**src/rtl/tcap_pkg.sv**
```systemverilog
package tcap_pkg;

  localparam logic [1:0] ADR_CTRL = 2'd0;
  localparam logic [1:0] ADR_CAPL = 2'd1;
  localparam logic [1:0] ADR_CAPH = 2'd2;
  localparam logic [1:0] ADR_STAT = 2'd3;

  typedef enum logic [2:0] {
    EV_OFF,
    EV_FALL,
    EV_RISE,
    EV_RISE4,
    EV_RISE16
  } ev_kind_e;

  function automatic ev_kind_e decode_mode(input logic [3:0] m);
    case (m)
      4'b0100: return EV_FALL;
      4'b0101: return EV_RISE;
      4'b0110: return EV_RISE4;
      4'b0111: return EV_RISE16;
      default: return EV_OFF;
    endcase
  endfunction

  function automatic logic is_prescaled(input ev_kind_e k);
    return (k == EV_RISE4) || (k == EV_RISE16);
  endfunction

endpackage

```
**src/rtl/tcap_sync_edge.sv**
```systemverilog
module tcap_sync_edge #(
  parameter int STAGES = 2
) (
  input  logic clk,
  input  logic rst_n,
  input  logic din,
  output logic rise,
  output logic fall
);
  logic [STAGES-1:0] chain;
  logic              prev;

  generate
    if (STAGES == 1) begin : g_one
      always_ff @(posedge clk or negedge rst_n)
        if (!rst_n) chain <= '0;
        else        chain <= din;
    end else begin : g_many
      always_ff @(posedge clk or negedge rst_n)
        if (!rst_n) chain <= '0;
        else        chain <= {chain[STAGES-2:0], din};
    end
  endgenerate

  always_ff @(posedge clk or negedge rst_n)
    if (!rst_n) prev <= 1'b0;
    else        prev <= chain[STAGES-1];

  assign rise = chain[STAGES-1] & ~prev;
  assign fall = ~chain[STAGES-1] & prev;
endmodule

```
**src/rtl/tcap_prescale.sv**
```systemverilog
module tcap_prescale
  import tcap_pkg::*;
#(
  parameter int DIV_MID = 4,
  parameter int DIV_HI  = 16
) (
  input  logic     clk,
  input  logic     rst_n,
  input  logic     clr,
  input  logic     rise,
  input  ev_kind_e kind,
  output logic     fire
);
  localparam int CW = (DIV_HI > 1) ? $clog2(DIV_HI) : 1;

  logic [CW-1:0] cnt;
  logic [CW-1:0] last;
  logic          at_last;

  assign last    = (kind == EV_RISE16) ? CW'(DIV_HI - 1) : CW'(DIV_MID - 1);
  assign at_last = (cnt == last);

  always_ff @(posedge clk or negedge rst_n)
    if (!rst_n)                           cnt <= '0;
    else if (clr)                         cnt <= '0;
    else if (rise && is_prescaled(kind))  cnt <= at_last ? '0 : cnt + 1'b1;

  always_comb begin
    fire = 1'b0;
    if (rise) begin
      if (kind == EV_RISE)           fire = 1'b1;
      else if (is_prescaled(kind))   fire = at_last;
    end
  end
endmodule

```
**src/rtl/tcap_unit.sv**
```systemverilog
module tcap_unit
  import tcap_pkg::*;
#(
  parameter int BYTE_W  = 8,
  parameter int STAGES  = 2,
  parameter int DIV_MID = 4,
  parameter int DIV_HI  = 16
) (
  input  logic                clk,
  input  logic                rst_n,
  input  logic                cap_in,
  input  logic [2*BYTE_W-1:0] tmr_a,
  input  logic [2*BYTE_W-1:0] tmr_b,
  input  logic                reg_wr,
  input  logic [1:0]          reg_addr,
  input  logic [BYTE_W-1:0]   reg_wdata,
  output logic [BYTE_W-1:0]   reg_rdata,
  output logic                irq
);
  localparam int TW = 2 * BYTE_W;

  logic [3:0]    mode_q;
  logic          tsel_q;
  logic [TW-1:0] cap_q;
  logic          flag_q;

  logic          edge_rise, edge_fall, ps_fire, cap_event;
  logic          ctrl_wr, clr_req;
  logic [TW-1:0] tmr_pick;
  ev_kind_e      kind;

  wire unused_wbits = ^reg_wdata[BYTE_W-1:5];

  assign kind     = decode_mode(mode_q);
  assign ctrl_wr  = reg_wr && (reg_addr == ADR_CTRL);
  assign clr_req  = reg_wr && (reg_addr == ADR_STAT) && reg_wdata[0];
  assign tmr_pick = tsel_q ? tmr_b : tmr_a;

  tcap_sync_edge #(.STAGES(STAGES)) u_sync (
    .clk(clk), .rst_n(rst_n), .din(cap_in),
    .rise(edge_rise), .fall(edge_fall)
  );

  tcap_prescale #(.DIV_MID(DIV_MID), .DIV_HI(DIV_HI)) u_ps (
    .clk(clk), .rst_n(rst_n), .clr(ctrl_wr),
    .rise(edge_rise), .kind(kind), .fire(ps_fire)
  );

  assign cap_event = ps_fire || ((kind == EV_FALL) && edge_fall);

  always_ff @(posedge clk or negedge rst_n)
    if (!rst_n) begin
      mode_q <= '0;
      tsel_q <= 1'b0;
    end else if (ctrl_wr) begin
      mode_q <= reg_wdata[3:0];
      tsel_q <= reg_wdata[4];
    end

  always_ff @(posedge clk or negedge rst_n)
    if (!rst_n)         cap_q <= '0;
    else if (cap_event) cap_q <= tmr_pick;

  always_ff @(posedge clk or negedge rst_n)
    if (!rst_n)         flag_q <= 1'b0;
    else if (cap_event) flag_q <= 1'b1;
    else if (clr_req)   flag_q <= 1'b0;

  assign irq = flag_q;

  always_comb begin
    reg_rdata = '0;
    case (reg_addr)
      ADR_CTRL: reg_rdata[4:0] = {tsel_q, mode_q};
      ADR_CAPL: reg_rdata      = cap_q[BYTE_W-1:0];
      ADR_CAPH: reg_rdata      = cap_q[TW-1:BYTE_W];
      default:  reg_rdata[0]   = flag_q;
    endcase
  end
endmodule

```
**config.mk**
```make
export PLATFORM = sky130hd
export DESIGN_NAME = tcap_unit
export DESIGN_NICKNAME = d
export VERILOG_FILES = /design/src/rtl/tcap_pkg.sv /design/src/rtl/tcap_sync_edge.sv /design/src/rtl/tcap_prescale.sv /design/src/rtl/tcap_unit.sv
export SDC_FILE = /design/constraint.sdc
export NUM_CORES = 1
export LEC_CHECK = 0
export ABC_AREA = 1
export BUFFER_PORTS_ARGS = -buffer_cell sky130_fd_sc_hd__buf_2
export CAP_MARGIN = 20
export CORE_ASPECT_RATIO = 0.7
export CORE_MARGIN = 4
export CORE_UTILIZATION = 51
export DETAILED_ROUTE_END_ITERATION = 7
export GPL_TIMING_DRIVEN = 0
export PLACE_DENSITY = 0.8
export SLEW_MARGIN = 20
export SYNTH_ARGS = -nofsm -noshare
export SYNTH_HDL_FRONTEND = slang
export SYNTH_HIERARCHICAL = 1
export SYNTH_SLANG_ARGS = --single-unit
```
**constraint.sdc**
```tcl
create_clock -name clk -period 2.5 [get_ports clk]
set_clock_uncertainty 0.2 [all_clocks]
set_input_delay 0.25 -clock clk [delete_from_list [all_inputs] [get_ports clk]]
set_output_delay 0.25 -clock clk [all_outputs]
set_load 0.02 [all_outputs]
```
==> results.md, run 1 <==
- Total power: 1.64 mW
- Clock sink count: 29
- Clk buf depth: 2
- Distinct cells, synth: 23
- Slew margin rel.: 57.3%
- Max-Cap Viols: 0
- Antenna violations before repair: 0
- Startpoint types: flip-flop
- HP Class: input pin to flip-flop
- Synth top area share: 40.9%
- Via count: 1,751
- Vias per inst: 4.77
- Pleak: 1.29 nW
- RSZ-0062 raised after global routing: false
- Iter 0 DRT Violations: 91
- Die X: 78.5 µm
- Layout area overhead: 27.2%
- Post-CTS Setup Inserts: 0
- Setup crit end kind: flip-flop
- Crit path kind: flip-flop to flip-flop
- Placed Area: 0.00209 mm²
- HPWL after DPL: 3200 µm
- Latest clock arrival within the worst-skew pair: 0.28 ns
- IO buf count: 51
- ANT nets after route: 0
- Largest net degree at the start of global routing: 30
- GP Congestion: 0.873
- Synth Net Count: 307
- Core footprint: 0.00325 mm²
- Site Rows: 17
- Die area: 0.00450 mm²
- # diodes: 0
- CP required: 2.48 ns
- Worst-path clk slew: 0.06 ns
- DRC Markers: 0
- Commonest non-fill, non-tap cell in the layout: nand2_1
- Crit Path Max Fanout: 10
- CTS tree: built
- Worst Tran Pin Value: 0.640 ns
- Sequential area share after synthesis: 40.9%
- Num CTS Buffers: 5
- Drt first pass iters: 4
- Final setup violation count: 0
- Layout Nets: 371
- Wire per inst: 11.5 µm
- Root buf cell: clkbuf_8
- Pins over their slew limit: 0
- Initial Util: 54.6%
- Flops & latches, synth: 29
- F_max: 0.450 GHz
- Setup TNS: 0 ns
- Synthesis warning total: 6
- Final wirelength: 4200 µm
- Fin crit share: 88.8%
- Vias in the first global route: 1,664
- Global-route usage over all layers: 20.2%
- Hold Violations, Final: 0
- Synth area leader: dfrtp_1
- WP data arrival: 2.20 ns
- Max IR drop VDD: 0.000382 V
- Setup WS post-layout: 0.279 ns
- Layout cells sized above 1: 23.4%
- I/O pin count: 55
- Most frequent cells in the layout: nand2_1 (105), buf_2 (57), inv_1 (33), dfrtp_1 (29), nand3_1 (27)
- Most area-consuming cells after synthesis: dfrtp_1 (41%), nand2_1 (22%), nand3_1 (7.6%), inv_1 (7.0%), ha_1 (3.5%)
- Syn avg cell area: 6.94 µm²
- PwrDens: 724 mW/mm²
- Grt ovf: 0
- Post-place setup slack: 0.134 ns
- Minimum clock period: 2.22 ns
- Mapped Area: 0.00178 mm²
- Post-Synthesis Cells: 256
- Fin util: 69.4%
- First-pass GRT wire length: 7250 µm
- H-tree Lvls: 2
- Final Cell Area: 0.00226 mm²
- Status: finished clean
- Die Span Y: 57.4 µm
[critical path: stages (launching register included)]
cell     delay, ns
dfrtp_1       0.43
nor2_4        0.17
inv_2         0.06
nor3b_2       0.30
nand3_1       0.13
nand2_1       0.09
nand4_1       0.08
a21oi_1       0.17
inv_2         0.12
buf_2         0.20
nand3_1       0.11
nand2_1       0.06
[power by group]
group	internal, mW	switching, mW	total, mW
Clock	0.289	0.174	0.462
Combinational	0.195	0.276	0.471
Sequential	0.612	0.0896	0.702
[metrics by stage]
stage,instances,hold slack (ns)
CTS,367,0.000150
global placement,354,0.118
detailed placement,354,0.119
floorplan,256,-0.246
global route,367,0.0238
finish,367,0.00137
[layout make-up]
class / count / area [µm²]
multi-input cells: 182 / 871
clock inverters: 2 / 35.0
flip-flops and latches: 29 / 726
inverters: 36 / 135
clock buffers: 5 / 68.8
repair buffers: 57 / 315
well taps: 47 / 58.8
fillers: 284 / 996
plain buffers: 9 / 48.8
[per-layer routing]
layer  GRT usage (%)  wire (µm)
met1            28.7       2100
met2            29.9       1740
met3            6.31        332
met4            4.99         34
met5               0          0
[Yosys cell counts]
library cell  instances
ha_1                  5
nand2_4               1
clkbuf_1              2
nor2_2                1
nand3b_1              1
o21ai_0               6
a31oi_1               1
nand3_1              27
or2_0                 1
o21ai_1              12
buf_6                 1
nand4_1               5
nand2_1             105
inv_2                 3
inv_1                33
buf_2                 6
dfrtp_1              29
xor2_1                1
nor2_1                6
nor2_4                3
nor3b_1               1
nand3_4               1
a21oi_1               5
[worst paths after layout]
path / from / end / slack [ns] / depth (start not counted)
worst max register to register: mode_q[3] / cap_q[14] / 0.28 / 11
worst max-delay path: mode_q[3] / cap_q[14] / 0.28 / 11
worst min-delay path: reg_wdata[0] / mode_q[0] / 0.001 / 3
worst min register to register: u_sync/chain[0] / u_sync/chain[1] / 0.15 / 0
min in group asynchronous: rst_n / mode_q[1] / 0.32 / 2
max in group asynchronous: rst_n / u_sync/prev / 1.35 / 2
[registers in the layout (all words and copies together), names as in the netlist]
name and cells:
mode_q 4, u_sync/prev 1, irq 1, u_ps/cnt 4
cap_q 16, tsel_q 1, u_sync/chain 2
[kinds of logic (layout without fill, tap and decap cells)]
| family | Yosys count | count (layout) | share of synthesized area (%) |
|---|---|---|---|
| adder cells (fa/ha/maj) | 5 | 5 | 3.52 |
| buffers and inverters | 45 | 109 | 10.4 |
| flip-flops | 29 | 29 | 40.9 |
| XOR/XNOR | 1 | 1 | 0.493 |
| AO/OA/AOI/OAI | 24 | 24 | 6.84 |
| AND/OR/NAND/NOR | 152 | 152 | 37.9 |
[timing repair]
| action | CTS | global route |
|---|---|---|
| hold buffers | 6 | 0 |
| resized for setup | 0 | 1 |
| setup endpoints to repair | 0 | 11 |
| endpoints found under the hold margin | 34 | 0 |
(Power assumes the default switching activity.)
==> run 2: changes to the inputs <==
CORE_MARGIN = 10   (was 4)
==> results.md, run 2 (same netlist as run 1, synthesis figures left out) <==
- DRC Markers: 0
- Final hold slack: 0.0683 ns
- Latest clock arrival within the worst-skew pair: 0.28 ns
- Biggest regs: cap_q (16), mode_q (4), u_ps/cnt (4)
- Layout area overhead: 27.8%
- Setup crit end: cap_q[13]
- I/O pin count: 55
- HPWL after DPL: 3580 µm
- Pins over their slew limit: 0
- FF-to-FF path depth: 11
- Crit path kind: flip-flop to flip-flop
- Root buf cell: clkbuf_8
- Initial Util: 54.6%
- CTS tree: built
- Grt ovf: 0
- Max FFs per register: 16
- Placed Area: 0.00209 mm²
- WP data arrival: 2.21 ns
- Layout cells sized above 1: 23.4%
- Worst-path clk slew: 0.06 ns
- Hold Violations, Final: 0
- Setup crit end kind: flip-flop
- First-pass GRT wire length: 8000 µm
- Final wirelength: 4650 µm
- Drt first pass iters: 4
- Clk buf depth: 2
- Via count: 1,740
- Final Cell Area: 0.00227 mm²
- Status: finished clean
- Most frequent cells in the layout: nand2_1 (105), buf_2 (57), inv_1 (33), dfrtp_1 (29), nand3_1 (27)
- F_max: 0.447 GHz
- Antenna violations before repair: 0
- Largest net degree at the start of global routing: 30
- Largest Register: cap_q
- Minimum clock period: 2.24 ns
- IO buf count: 51
- Site Rows: 17
- Max IR drop VDD: 0.000394 V
- Worst Hold Launch: tmr_b[5]
- Fin crit share: 89.5%
- Clock sink count: 29
- Iter 0 DRT Violations: 89
- Commonest non-fill, non-tap cell in the layout: nand2_1
- Final setup violation count: 0
- HP Class: input pin to flip-flop
- Vias per inst: 4.73
- Global-route usage over all layers: 14.9%
- Worst R2R End: cap_q[13]
- RSZ-0062 raised after global routing: false
- Vias in the first global route: 1,790
- Core footprint: 0.00325 mm²
- Setup TNS: 0 ns
- Wire per inst: 12.6 µm
- # diodes: 0
- Die area: 0.00628 mm²
- Die Span Y: 69.4 µm
- ANT nets after route: 0
- Max-Cap Viols: 0
- GP Congestion: 0.862
- Fin util: 69.7%
- Num CTS Buffers: 5
- Reg2reg start: mode_q[3]
- Layout Nets: 372
- Hold Path Depth: 5
- CP required: 2.47 ns
- R2R Setup Slk: 0.26 ns
- Pleak: 1.29 nW
- PwrDens: 727 mW/mm²
- H-tree Lvls: 2
- Startpoint types: flip-flop
- Worst Tran Pin Value: 0.653 ns
- CP startpoint: mode_q[3]
- Crit Path Max Fanout: 10
- Slew margin rel.: 56.4%
- Die X: 90.5 µm
-- run 2: cell types whose count changed in the layout (fill, tap and decap cells not counted) --
cell	previous run	this run
dlygate4sd3_1	6	7
-- run 2: metrics by stage --
| stage | cells | total power [mW] | worst slack [ns] |
|---|---|---|---|
| 6_report | 368 | 1.65 | 0.263 |
| 5_1_grt | 368 | 1.76 | 0.0419 |
| 4_1_cts | 368 | 1.65 | 0.0937 |
| 3_5_place_dp | 354 | 1.18 | 0.114 |
| 3_3_place_gp | 354 | 1.15 | 0.181 |
| 2_1_floorplan | 256 | 1.02 | 0.395 |
-- run 2: where the power goes --
| part | total (mW) | internal, mW | switching, mW |
|---|---|---|---|
| clock network | 0.469 | 0.289 | 0.179 |
| registers | 0.700 | 0.612 | 0.0883 |
| logic | 0.480 | 0.196 | 0.284 |
| total | 1.65 | 1.10 | 0.552 |
-- run 2: layout make-up --
class	instances	area, µm²
clock inverters	2	35.0
plain buffers	9	48.8
inverters	36	135
flip-flops and latches	29	726
fillers	281	986
repair buffers	58	325
multi-input cells	182	871
well taps	47	58.8
clock buffers	5	68.8
-- run 2: critical path, cell delays in order, from the launching register on --
cell     delay (ns)
dfrtp_1        0.41
nor2_4         0.16
inv_2          0.06
nor3b_2        0.31
nor2_1         0.10
nand3_1        0.11
nand4_1        0.11
a21oi_1        0.17
inv_2          0.12
buf_2          0.20
nand3_1        0.10
nand2_1        0.06
-- run 2: routing by layer --
metal / routed length (µm) / vias to the layer above / track usage [%]
li1: - / 925 / -
met1: 2440 / 739 / 20.6
met2: 1880 / 71 / 21.3
met3: 275 / 5 / 3.99
met4: 53 / 0 / 6.10
met5: 0 / - / 0
-- run 2: how the worst min path moves through the flow --
stage / end / slack [ns]
after global routing: cap_q[4] / 0.11
after global placement: mode_q[1] / 0.11
after CTS: cap_q[5] / 0.06
after detailed placement: u_ps/cnt[2] / 0.11
after floorplan: cap_q[0] / -0.25
final: cap_q[5] / 0.07
-- run 2: repair_timing --
| action | in CTS | in global routing |
|---|---|---|
| endpoints found under the hold margin | 35 | 0 |
| endpoints found under the setup margin | 0 | 12 |
| hold buffers | 7 | 0 |
| setup buffers | 0 | 0 |
| resized for setup | 0 | 1 |
